File: config.mk
export PLATFORM = sky130hd
export DESIGN_NAME = noise_offset_gen
export DESIGN_NICKNAME = d
export VERILOG_FILES = /design/src/rtl/noise_gen_pkg.sv /design/src/rtl/ng_trig_pipe.sv /design/src/rtl/ng_amp_latch.sv /design/src/rtl/ng_lfsr.sv /design/src/rtl/noise_offset_gen.sv
export SDC_FILE = /design/constraint.sdc
export NUM_CORES = 1
export LEC_CHECK = 0
export BUFFER_PORTS_ARGS = -buffer_cell sky130_fd_sc_hd__buf_2
export CORE_UTILIZATION = 54
export DETAILED_ROUTE_END_ITERATION = 16
export PLACE_DENSITY_LB_ADDON = 0.15
export SYNTH_ARGS = -nofsm -noshare
export SYNTH_HDL_FRONTEND = slang
export SYNTH_SLANG_ARGS = --single-unit
File: constraint.sdc
create_clock -name clk -period 3.38 [get_ports clk]
set_clock_uncertainty 0.1 [all_clocks]
set_input_delay 0 -clock clk [delete_from_list [all_inputs] [get_ports clk]]
set_output_delay 0 -clock clk [all_outputs]
set_load 0.1 [all_outputs]
File: src/rtl/noise_gen_pkg.sv
package noise_gen_pkg;

    localparam int NG_W      = 12;
    localparam int NG_CODE_W = 4;
    localparam int NG_LAT    = 3;
    localparam logic [NG_W-1:0] NG_SEED = 12'hAAA;
    // feedback taps: bits 0, 1, 4 and 6
    localparam logic [NG_W-1:0] NG_TAPS = 12'h053;

    typedef logic [NG_W-1:0]      word_t;
    typedef logic [NG_CODE_W-1:0] code_t;

    typedef enum logic [1:0] {
        WAVE_OFF   = 2'b00,
        WAVE_NOISE = 2'b01,
        WAVE_TRI_A = 2'b10,
        WAVE_TRI_B = 2'b11
    } wave_e;

    typedef struct packed {
        logic  ovf;
        word_t val;
    } sum_t;

    // one step: shift toward bit 0, feedback into the top bit,
    // a forced 1 if the register is empty
    function automatic word_t lfsr_next(input word_t s);
        logic fb;
        fb = ^(s & NG_TAPS);
        if (s == '0) fb = 1'b1;
        return {fb, s[NG_W-1:1]};
    endfunction

    // code n keeps bits [n:0]; codes at or above NG_W-1 keep everything
    function automatic word_t code_to_mask(input code_t c);
        word_t m;
        for (int i = 0; i < NG_W; i++) begin
            m[i] = (i <= int'(c));
        end
        return m;
    endfunction

    function automatic word_t sat_add(input word_t a, input word_t b);
        sum_t s;
        s = sum_t'({1'b0, a} + {1'b0, b});
        return s.ovf ? '1 : s.val;
    endfunction

endpackage

File: src/rtl/ng_trig_pipe.sv
module ng_trig_pipe #(
    parameter int LAT = 3
) (
    input  logic clk,
    input  logic rst,
    input  logic trig,
    output logic fire
);
    generate
        if (LAT == 0) begin : g_direct
            assign fire = trig;
        end else begin : g_delay
            logic [LAT-1:0] stage_q;
            always_ff @(posedge clk) begin
                if (rst) begin
                    stage_q <= '0;
                end else if (LAT == 1) begin
                    stage_q <= trig;
                end else begin
                    stage_q <= {stage_q[LAT-2:0], trig} & {LAT{1'b1}};
                end
            end
            assign fire = stage_q[LAT-1];

            // the delay line is empty after reset
            a_r1_pipe_empty: assert property (@(posedge clk)
                rst |=> (fire == 1'b0));
        end
    endgenerate
endmodule

File: src/rtl/ng_amp_latch.sv
module ng_amp_latch
    import noise_gen_pkg::*;
(
    input  logic  clk,
    input  logic  rst,
    input  logic  chan_en,
    input  code_t code_in,
    output word_t mask
);
    code_t amp_q;

    always_ff @(posedge clk) begin
        if (rst) begin
            amp_q <= '0;
        end else if (!chan_en) begin
            amp_q <= code_in;
        end
    end

    assign mask = code_to_mask(amp_q);

    // the captured code cannot move while the channel is enabled
    a_r8_code_frozen: assert property (@(posedge clk) disable iff (rst)
        chan_en |=> $stable(amp_q));

    // the mask is always a run of ones starting at bit 0
    a_r6_mask_shape: assert property (@(posedge clk) disable iff (rst)
        (mask[0] == 1'b1) && ((mask & (mask + 1'b1)) == '0));
endmodule

File: src/rtl/ng_lfsr.sv
module ng_lfsr
    import noise_gen_pkg::*;
(
    input  logic  clk,
    input  logic  rst,
    input  logic  clear,
    input  logic  adv,
    output word_t state
);
    word_t st_q;

    always_ff @(posedge clk) begin
        if (rst || clear) begin
            st_q <= NG_SEED;
        end else if (adv) begin
            st_q <= lfsr_next(st_q);
        end
    end

    assign state = st_q;

    // seed after reset
    a_r1_seed_on_reset: assert property (@(posedge clk)
        rst |=> (state == NG_SEED));

    // mode off restores the seed
    a_r2_clear_seed: assert property (@(posedge clk) disable iff (rst)
        clear |=> (state == NG_SEED));

    // a step is a one-place move toward bit 0
    a_r3_shift_down: assert property (@(posedge clk) disable iff (rst)
        (adv && !clear) |=> (state[NG_W-2:0] == $past(state[NG_W-1:1])));

    // the register never holds all zeros
    a_r11_never_zero: assert property (@(posedge clk) disable iff (rst)
        state != '0);
endmodule

File: src/rtl/noise_offset_gen.sv
module noise_offset_gen
    import noise_gen_pkg::*;
#(
    parameter int W      = NG_W,
    parameter int CODE_W = NG_CODE_W,
    parameter int LAT    = NG_LAT
) (
    input  logic              clk,
    input  logic              rst,
    input  logic              chan_en,
    input  logic [1:0]        wave_sel,
    input  logic [CODE_W-1:0] amp_code,
    input  logic [W-1:0]      base_val,
    input  logic              trig_in,
    output logic [W-1:0]      out_word,
    output logic [W-1:0]      lfsr_state
);
    wave_e mode;
    logic  fire;
    logic  is_noise;
    logic  is_off;
    word_t mask;
    word_t noise;
    word_t out_q;

    assign mode     = wave_e'(wave_sel);
    assign is_noise = (mode == WAVE_NOISE);
    assign is_off   = (mode == WAVE_OFF);

    ng_trig_pipe #(.LAT(LAT)) u_pipe (
        .clk  (clk),
        .rst  (rst),
        .trig (trig_in),
        .fire (fire)
    );

    ng_amp_latch u_amp (
        .clk     (clk),
        .rst     (rst),
        .chan_en (chan_en),
        .code_in (amp_code),
        .mask    (mask)
    );

    ng_lfsr u_lfsr (
        .clk   (clk),
        .rst   (rst),
        .clear (is_off),
        .adv   (fire && is_noise),
        .state (noise)
    );

    always_ff @(posedge clk) begin
        if (rst) begin
            out_q <= '0;
        end else if (fire) begin
            out_q <= is_noise ? sat_add(base_val, noise & mask) : base_val;
        end
    end

    assign out_word   = out_q;
    assign lfsr_state = noise;

    // output cleared by reset
    a_r1_out_reset: assert property (@(posedge clk)
        rst |=> (out_word == '0));

    // without a delayed trigger the output holds
    a_r5_hold_idle: assert property (@(posedge clk) disable iff (rst)
        !fire |=> $stable(out_word));

    // the clamped sum never falls below the base
    a_r7_no_wrap: assert property (@(posedge clk) disable iff (rst)
        fire |=> (out_word >= $past(base_val)));

    // outside noise mode the base passes untouched
    a_r9_plain_base: assert property (@(posedge clk) disable iff (rst)
        (fire && !is_noise) |=> (out_word == $past(base_val)));

    // non-noise triggers leave the register alone
    a_r9_lfsr_kept: assert property (@(posedge clk) disable iff (rst)
        (!is_noise && !is_off) |=> $stable(lfsr_state));
endmodule

* Word level (Yosys, flattened, before mapping)
Cells that the tools add are included.
Word-level totals: output and inout bits 24, word-level logic and storage cells 26, input bits 22, register bits 31
Operators by class: reductions and logical operators 5, equal/unequal tests 1, $add $sub $neg 1, bitwise logic cells 1, $lt $le $gt $ge 11, mux-type cells 3
Operators by type and width (count):
- $mux 12 | 2
- $le 3x4->1 const A | 4
- $le 4x4->1 const A | 4
- $add 12x12->13 | 1
- $and 12x12->12 | 1
- $logic_not 12->1 | 1
- $reduce_xor 12->1 | 1
- $le 2x4->1 const A | 2
- $le 1x4->1 const A | 1
- $eq 2x1->1 const B | 1
- $logic_not 2->1 | 1
- $logic_and 1x1->1 | 1
- $logic_or 1x1->1 | 1
- $mux 1 | 1

* Depth between registers and ports, before layout
Gate-level depths: netlist of the first run.
word-level depth 5, depth in mapped cells 10, depth with buffers taken out 9

* Modules after synthesis
From an unflattened synthesis of the first run, not the netlist that was laid out.
Second synthesis, totals: cells, all modules 239, area, all modules 2045.7 um^2
By module, submodules not included:
- noise_offset_gen | cells an instance 149, times used 1, area each 1197.4 um^2
- ng_lfsr | cells an instance 53, times used 1, area each 511.7 um^2
- ng_amp_latch | cells an instance 31, times used 1, area each 257.7 um^2
- ng_trig_pipe | cells an instance 6, times used 1, area each 78.8 um^2

* Worst setup path before layout of the first run
Ideal clock, no wire load.
kind reg2reg, start register u_lfsr.st_q[9] (netlist: u_lfsr.state[9]), end register out_q[11] (netlist: out_word[11]), path slack 0.537 ns, stages on the path, launching flop included 9, data arrival time 2.620 ns, buffers on the path 1, period minus slack after synthesis 2.843 ns, path through dfxtp_1 -> o311a_1 -> ha_1 -> buf_6 -> a21oi_4 -> o211ai_4 -> or4_1 -> a21oi_1 -> a21oi_1
Between the ends: word-level cells in the longest chain between the ends 4
RTL lines:
- start, declared | line ng_lfsr.sv:10 | word_t st_q;
- start signal, assigned | line ng_lfsr.sv:16 | st_q <= lfsr_next(st_q);
- $and 12x12->12 | line noise_offset_gen.sv:57 | out_q <= is_noise ? sat_add(base_val, noise & mask) : base_val;
- $add 12x12->13 | line noise_gen_pkg.sv:45 | s = sum_t'({1'b0, a} + {1'b0, b});
- $mux 12 | line noise_gen_pkg.sv:46 | return s.ovf ? '1 : s.val;
- $mux 12 | line noise_offset_gen.sv:57
- end signal, assigned | line noise_offset_gen.sv:57
- end, declared | line noise_offset_gen.sv:24 | word_t out_q;
Every way passes these cells. A chain may end at the register's enable or synchronous reset.

* Worst setup path after layout of the first run
start register u_amp.amp_q[1], end register out_q[11] (netlist: out_word[11])
Between the ends: word-level cells in the longest chain between the ends 5, elaborated cells between the ends (all ways) 15, those cells by class add/sub: 1; order compare: 11; mux: 2; bitwise: 1
RTL lines:
- start, declared | line ng_amp_latch.sv:10 | code_t amp_q;
- start signal, assigned | line ng_amp_latch.sv:16 | amp_q <= code_in;
- $le 1x4->1, or another cell as far along | line noise_gen_pkg.sv:38 | m[i] = (i <= int'(c));
- $and 12x12->12 (*) | line noise_offset_gen.sv:57
- $add 12x12->13 (*) | line noise_gen_pkg.sv:45
- $mux 12 (*) | line noise_gen_pkg.sv:46
- $mux 12 (*) | line noise_offset_gen.sv:57
Mark *: on every way between the ends. The rest lies on a longest branch, timed or not.

==> results.yml, run 1 <==
outcome:
  outcome: "finished clean"
worst_setup_path:
  crit_type: "flop to flop"
  endpoint_kind: "flop"
  worst_ep_arrival_time_ns: 2.65
  crit_required_ns: 3.45
  critPathMaxStageDelay_ns: 0.48
  cp_cell_sequence: "o311a_1 > ha_1 > o21ai_0 > a221o_1 > or4_1 > a21oi_1 > a21oi_1"
  cpLargestDelayFamily: "compound AO/OA/AOI/OAI gates"
  crit_path_top_delay_cell: "ha_1"
  path_buf_inv: 0
  cpMostUsedCell: "a21oi_1"
  cp-start-kind: "flop"
  crit_path_max_fanout: 10
clocking:
  clk_pin_slew_ns: 0.07
  numCtsBuffers: 5
  cts_max_path_buffers: 2
  cts_tree: "done"
  post-cts-setup-buffers: 0
  cts_root_buffer: "clkbuf_8"
  cts.sinks: 31
  h-tree-depth: 2
  clk_latency_ns: 0.28
synthesis:
  syn_area_per_cell_um2: 8.33
  yosys_warnings: 0
  async_flop_share_pct: 0
  yosysTopAreaCell: "dfxtp_1"
  synth-edff-count: 0
  ys_seq_elements: 31
  ys_seq_area_share_pct: 30.3
  yosysTopAreaCellShare_pct: 30.3
  syn_area_um2: 2050
  synth.distinct_cells: 54
  synth_cells: 246
  ys_top_cells_by_area: "dfxtp_1 30%, ha_1 7.9%, nand2_1 6.2%"
  ys_dominant_reg_cell: "dfxtp_1"
  synth_nets: 282
die:
  die_h_um: 63.6
  initial_core_util_pct: 55.9
  die_width_um: 63.6
  pin_count: 46
  rows: 22
  dieArea_um2: 4040
  core_um2: 3660
timing:
  worst_slew_pin_slew_ns: 0.876
  min_period_ns: 2.58
  setup_ws_ns: 0.798
  rsz0062_at_grt: "no"
  hold_violations: 0
  final.setup.tns_ns: 0
  finalCritPeriodShare_pct: 76.4
  maxSlewViolCount: 0
  max_freq_mhz: 387
  relSlewSlack_pct: 41.5
  setup_viol_count_final: 0
power:
  power.total_mw: 1.03
  p_per_area_nw_per_um2: 408
  ir_drop_uv: 336
  total_leakage_power_nw: 1.09
global_routing:
  grt_max_degree: 21
  grt_pass1_vias: 1772
  antenna_found_initial: 0
  track_usage_pct: 26.1
  grt_pass1_wl_mm: 8.34
  grt.overflow.total: 0
cells_and_area:
  nNetsFinal: 333
  nFillCells: 332
  regArea_um2: 621
  finish.utilization_pct: 69.2
  multi_input_area_um2: 1340
  area_growth_pct: 23.8
  diodes: 0
  drive_above_1_share_pct: 22.1
placement:
  io_buffers: 45
  dp_hpwl_mm: 3.64
  pre_cts_ws_ns: 0.844
  gp_congestion: 0.859
hold_path:
  hold_path_class: "input pin to flop"
routing:
  vias: 1971
  met1Wirelength_mm: 2.34
  firstDrtPassIters: 4
  first_iter_violations: 163
  post_drt_wl_per_cell_um: 14.3
  met3WireLength_um: 292
  wl_met2_mm: 2.28
  ant_nets: 0
  top_layer_used: "met4"
  routed_via_density: 5.70
  finalWirelength_mm: 4.95
  drc: 0
job:
  maxCapViolCount: 0
[Yosys cell counts (2+ instances only)]
cell type and instances:
a211oi_1 4, o21ai_0 16, a311oi_1 6, buf_2 2
nand2_1 34, or3_1 6, buf_1 2, o211ai_1 4
nor2b_1 9, o211a_1 2, clkbuf_1 10, inv_1 6
nor3_1 2, nand3_1 4, xnor2_1 5, a21oi_1 17
ha_1 13, a221oi_1 2, a21o_1 4, o21a_1 2
xor2_1 4, nor3b_1 3, dfxtp_1 31, a21oi_4 2
mux2i_1 5, and2_1 2, a31oi_1 4, nor2_1 18
or2_2 2
[tightest hold or removal path: stages]
cell and delay (ns):
buf_2 0.11, o21a_1 0.14, a22oi_1 0.06, o21ai_0 0.06
[final timing paths]
path	startpoint	end	slack [ns]	cells past startpoint
hold reg to reg	u_pipe.g_delay.stage_q[0]	u_pipe.g_delay.stage_q[1]	0.34	1
setup reg to reg	u_amp.amp_q[1]	out_word[11]	0.80	7
hold / removal	base_val[8]	out_word[8]	0.02	4
setup / recovery	u_amp.amp_q[1]	out_word[11]	0.80	7
[power by group]
| group | internal, mW | switching, mW |
|---|---|---|
| clock | 0.295 | 0.138 |
| sequential | 0.375 | 0.0100 |
| combinational | 0.0810 | 0.136 |
[per-layer routing]
metal  global-route usage [%]  vias up
met2                     43.4       69
met5                        0        -
li1                         -     1000
met3                     5.07        6
met4                     4.26        0
met1                     35.2      896
[timing repair]
item                                   4_1_cts  5_1_grt
hold buffers                                12        0
resized for setup                            0        0
endpoints found under the hold margin        8        0
[layout by cell type, fill, tap and decap left out, types with 2 or more instances in the layout]
cell type,netlist,routed
or2_2,2,2
nor2b_1,9,9
xor2_1,4,4
o211ai_1,4,4
nor3b_1,3,3
a21oi_1,17,17
nor2_1,18,18
dlygate4sd3_1,0,12
mux2i_1,5,5
a21o_1,4,4
bufinv_16,0,2
buf_4,0,2
nand2_1,34,34
a31oi_1,4,4
nand3_1,4,4
o211a_1,2,2
buf_2,2,45
a211oi_1,4,4
a221oi_1,2,2
o21ai_0,16,16
a311oi_1,6,6
dfxtp_1,31,31
o21a_1,2,2
nor3_1,2,2
clkbuf_8,0,5
ha_1,13,13
inv_1,6,6
xnor2_1,5,5
a21oi_4,2,2
or3_1,6,6
and2_1,2,2
[area by class of cell]
type	instances	share of cell area (%)
Clock buffer	6	2.86
Clock inverter	2	2.37
Inverter	6	0.888
Multi-Input combinational cell	194	52.8
Sequential cell	31	24.5
Tap cell	48	2.37
Timing Repair Buffer	59	14.2
[stage by stage]
stage / cell area (µm²) / instances / hold slack, ns
finish: 2530 / 346 / 0.0213
global route: 2530 / 346 / 0.0418
CTS: 2530 / 346 / 0.0185
detailed placement: 2280 / 326 / 0.123
global placement: 2280 / 326 / 0.117
floorplan: 2050 / 246 / 0.0282
[state kept, by name (all words and copies together) (netlist names)]
signal / cells
out_word: 12
u_lfsr.state: 12
u_amp.amp_q: 4
u_pipe.g_delay.stage_q: 3
[kinds of logic (layout without fill, tap and decap cells)]
logic type | Yosys count | after routing | synth area share [%]
xor gates and xnor gates | 9 | 9 | 3.85
buffers and inverters | 21 | 73 | 4.34
AOI/OAI and AO/OA | 77 | 77 | 28.1
muxes | 6 | 6 | 2.99
and+or+nand+nor | 88 | 88 | 21.5
DFF | 31 | 31 | 30.3
adders and majority gates | 14 | 14 | 8.92
(Power assumes the default switching activity.)
==> run 2, diff against run 1 <==
- clock period: 3.38 -> 2.4 ns (I/O delays scaled with it)
==> run 2 against run 1 <==
  * Cell area grew 9.3%
  * Sequential share of layout area shrank 0.54 points
  * Sequential cell count unchanged
==> results.yml, run 2 (synthesized netlist as in run 1, its figures left out) <==
timing:
  max_freq_mhz: 431
  finalCritPeriodShare_pct: 96.7
  min_period_ns: 2.32
  maxSlewViolCount: 0
  setup_viol_count_final: 0
  rsz0062_at_grt: "yes"
  hold_violations: 0
  relSlewSlack_pct: 67.4
  worst_slew_pin_slew_ns: 0.492
worst_setup_path:
  crit_path_max_fanout: 7
  cp-start-kind: "flop"
  crit_path_top_delay_cell: "or4_1"
  path_buf_inv: 2
  worst_ep_arrival_time_ns: 2.39
  crit_type: "flop to flop"
  critPathMaxStageDelay_ns: 0.54
  cp_cell_sequence: "buf_4 > a21oi_1 > nor2_1 > ha_1 > buf_4 > nand2_2 > o211ai_4 > or4_1 > a21oi_2 > a21oi_1"
  cpLargestDelayFamily: "simple AND/OR/NAND/NOR gates"
  crit_required_ns: 2.47
  endpoint_kind: "flop"
routing:
  vias: 2104
  drc: 0
  firstDrtPassIters: 5
  post_drt_wl_per_cell_um: 15.4
  finalWirelength_mm: 5.58
  first_iter_violations: 99
  ant_nets: 0
  routed_via_density: 5.81
global_routing:
  grt_max_degree: 21
  grt_pass1_vias: 1907
  track_usage_pct: 28.4
  antenna_found_initial: 0
  grt.overflow.total: 0
  grt_pass1_wl_mm: 8.87
clocking:
  cts_tree: "done"
  cts_root_buffer: "clkbuf_8"
  cts.sinks: 31
  h-tree-depth: 2
  clk_pin_slew_ns: 0.07
  numCtsBuffers: 5
  cts_max_path_buffers: 2
  clk_latency_ns: 0.29
job:
  maxCapViolCount: 0
hold_path:
  hold_path_class: "input pin to flop"
placement:
  dp_hpwl_mm: 3.87
  gp_congestion: 0.885
  io_buffers: 45
cells_and_area:
  drive_above_1_share_pct: 36.3
  final_common_cell: "buf_2"
  finish.utilization_pct: 75.7
  nNetsFinal: 349
  diodes: 0
  final_cell_mix: "45 x buf_2, 33 x nand2_1, 17 x buf_4"
  area_growth_pct: 35.2
die:
  rows: 22
  die_width_um: 63.6
  core_um2: 3660
  die_h_um: 63.6
  initial_core_util_pct: 55.9
  pin_count: 46
  dieArea_um2: 4040
power:
  power.total_mw: 1.41
  p_per_area_nw_per_um2: 508
  ir_drop_uv: 402
  total_leakage_power_nw: 1.17
outcome:
  outcome: "finished clean"
run 2: cell types whose count changed in the layout (fill, tap and decap cells not counted), sizes merged:
cell and delta:
bufinv -1, clkinv +2, buf +15
run 2: per-layer routing:
| layer | vias to the layer above | GRT usage, % | part of all wire (%) |
|---|---|---|---|
| met1 | 967 | 36.4 | 44 |
| met2 | 90 | 47.1 | 47 |
| met4 | 0 | 10.5 | 2.8 |
| met5 | - | 0 | 0 |
| li1 | 1032 | - | - |
| met3 | 15 | 4.89 | 6.5 |
run 2: cell type report:
class,count,area (µm²)
multi-input combinational,194,1440
clock inverter,3,38.8
sequential,31,663
fill,281,891
clock buffer,5,68.8
timing repair buffer,75,478
tap,48,60.1
inverter,6,22.5
run 2: repair_timing:
item | 4_1_cts | 5_1_grt
gates cloned | 0 | 0
setup buffers | 1 | 4
resized for setup | 4 | 23
pin swaps | 1 | 12
hold buffers | 12 | 0
setup endpoints to repair | 9 | 12
hold endpoints to repair | 8 | 0
run 2: path summary, 6_finish.rpt:
kind                  startpoint             end  slack [ns]  cells after the start
setup / recovery  u_amp.amp_q[2]    out_word[11]        0.08                     10
hold / removal               rst  u_amp.amp_q[3]        0.01                      2
setup reg to reg  u_amp.amp_q[2]    out_word[11]        0.08                     10
hold reg to reg      out_word[6]     out_word[6]        0.35                      2
run 2: power breakdown:
part           switching [mW]  leakage (nW)  internal, mW
registers              0.0143         0.257         0.522
clock network           0.206        0.0556         0.304
logic                   0.213         0.855         0.149
total                   0.433          1.17         0.974
run 2: through the flow:
step	instance area, µm²	worst slack [ns]	hold WS, ns	std cells	TNS [ns]
floorplan	2080	-0.000457	0.0282	246	-0.000457
global placement	2390	0.0264	0.122	337	0
detailed placement	2390	-0.0328	0.117	337	-0.194
CTS	2640	-0.0120	0.00879	358	-0.0120
global route	2770	-0.0291	0.0220	362	-0.0962
finish	2770	0.0796	0.0138	362	0
==> run 3, diff against run 2 <==
- PLACE_DENSITY: not set -> 0.8
- PLACE_DENSITY_LB_ADDON: 0.15 -> not set
- RECOVER_POWER: not set -> 50
==> run 3 against run 2 <==
  * Sequential cell count did not move
  * Sequential share of layout area rose by 0.25 points
  * Combinational power fell by 2%
  * Global-route usage fell by 0.56 points
  * Hold slack got worse by 0.0054 ns
  * Non-clock buffer count fell by 3
  * Clock-buffer cell count did not move
  * Sequential power barely moved
  * Cell area fell by 0.68%
==> results.yml, run 3 (synthesized netlist as in run 1, its figures left out) <==
outcome:
  outcome: "finished clean"
power:
  switching_power_mw: 0.433
  seqPwrFrac_pct: 38.3
  pwr-share-comb_pct: 25.3
  p_per_area_nw_per_um2: 509
  ir_drop_uv: 336
  total_leakage_power_nw: 1.08
  intPower_mw: 0.968
  pwr-share-clk_pct: 36.4
  power.total_mw: 1.40
  p_sw_share_pct: 30.9
worst_setup_path:
  reg2reg_slack_ns: 0.04
  worst_ep_arrival_time_ns: 2.44
  reg2reg_to: "out_word[11]"
  crit_type: "flop to flop"
  cp-start-kind: "flop"
  endpoint_kind: "flop"
  crit_required_ns: 2.48
  crit_path_max_fanout: 6
  reg2reg_from: "u_amp.amp_q[0]"
  r2r.worst_path.cells: 7
timing:
  hold_violations: 0
  final.setup.tns_ns: 0
  finalCritPeriodShare_pct: 98.4
  worst_slew_pin_slew_ns: 1.17
  maxSlewViolCount: 0
  setup_viol_count_final: 0
  whs_ns: 0.00840
  min_period_ns: 2.36
  relSlewSlack_pct: 22.2
  max_freq_mhz: 423
cells_and_area:
  area_growth_pct: 34.3
  layoutNonFillerInstCount: 359
  final_common_cell: "nand2_1"
  nNetsFinal: 346
  finish.utilization_pct: 75.2
  drive_above_1_share_pct: 27.0
  diodes: 0
  final_cell_mix: "33 x nand2_1, 23 x clkbuf_1, 22 x buf_2"
die:
  pin_count: 46
  die_h_um: 63.6
  dieArea_um2: 4040
  die_width_um: 63.6
  initial_core_util_pct: 55.9
  rows: 22
  core_um2: 3660
routing:
  finalWirelength_mm: 5.71
  vias: 2096
  met3WireLength_um: 327
  post_drt_wl_per_cell_um: 15.9
  ant_nets: 0
  routed_via_density: 5.84
  first_iter_violations: 174
  drc: 0
  top_layer_used: "met4"
  wl_met2_mm: 2.74
  met1Wirelength_mm: 2.54
  firstDrtPassIters: 4
clocking:
  clk_pin_slew_ns: 0.07
  clk_latency_ns: 0.29
  cts_root_buffer: "clkbuf_8"
  cts_tree: "done"
  cts_max_path_buffers: 2
  cts.sinks: 31
  h-tree-depth: 2
  numCtsBuffers: 5
placement:
  io_buffers: 45
  gp_congestion: 0.862
  placedCellCount: 335
  dp_hpwl_mm: 3.87
hold_path:
  hp-start: "rst"
  min_to: "u_amp.amp_q[1]"
  hold_path_depth: 2
  hold_path_class: "input pin to flop"
job:
  maxCapViolCount: 0
global_routing:
  grt_pass1_vias: 1844
  grt_pass1_wl_mm: 8.71
  grt.overflow.total: 0
  grt_max_degree: 21
  antenna_found_initial: 0
  track_usage_pct: 27.8
==> run 3: what timing repair did <==
item / CTS / global route
gates resized for setup: 5 / 23
pin swaps: 1 / 5
hold buffers: 15 / 0
buffers inserted: 0 / 1
endpoints found under the setup margin: 7 / 12
cloned: 0 / 0
hold endpoints to repair: 8 / 0
==> run 3: worst max path at each step <==
stage	from	endpoint	slack, ns	cells past startpoint
2_1_floorplan	u_amp.amp_q[1]	out_word[11]	-0.0005	9
3_3_place_gp	u_amp.amp_q[1]	out_word[11]	0.003	9
3_5_place_dp	u_amp.amp_q[2]	out_word[7]	-0.03	8
4_1_cts	u_amp.amp_q[3]	out_word[11]	0.001	9
5_1_grt	u_amp.amp_q[3]	out_word[0]	-0.02	8
6_report	u_amp.amp_q[0]	out_word[11]	0.04	7
==> run 3: critical path, cell delays in order, from the launching register on <==
cell and delay [ns]:
dfxtp_4 0.38, o311a_4 0.39, ha_4 0.29, o21ai_0 0.11, a221o_1 0.33, or4_1 0.44, a21oi_2 0.14, a21oi_1 0.07
==> run 3: cell type report <==
cell class | count | area (µm²)
sequential | 31 | 666
timing repair buffer | 72 | 437
tap | 48 | 60.1
clock inverter | 3 | 38.8
inverter | 6 | 22.5
fill | 288 | 910
clock buffer | 5 | 68.8
multi-input combinational | 194 | 1460
==> run 3: through the flow <==
stage / worst slack [ns] / instance area (µm²)
6_report: 0.0373 / 2750
5_1_grt: -0.0212 / 2750
4_1_cts: 0.00124 / 2650
3_5_place_dp: -0.0284 / 2380
3_3_place_gp: 0.00301 / 2380
2_1_floorplan: -0.000457 / 2080
==> run 3: routing by layer <==
| metal | track usage (%) | vias up |
|---|---|---|
| met1 | 35.7 | 990 |
| met5 | 0 | - |
| met3 | 6.34 | 11 |
| li1 | - | 1022 |
| met4 | 9.38 | 0 |
| met2 | 45.3 | 73 |
==> run 3: power by group through the flow <==
stage	Combinational, mW	Clock [mW]	Sequential [mW]
4_1_cts	0.325	0.518	0.535
5_1_grt	0.380	0.538	0.538
2_1_floorplan	0.171	0	0.599
3_3_place_gp	0.295	0	0.544
6_report	0.354	0.510	0.537
3_5_place_dp	0.301	0	0.545
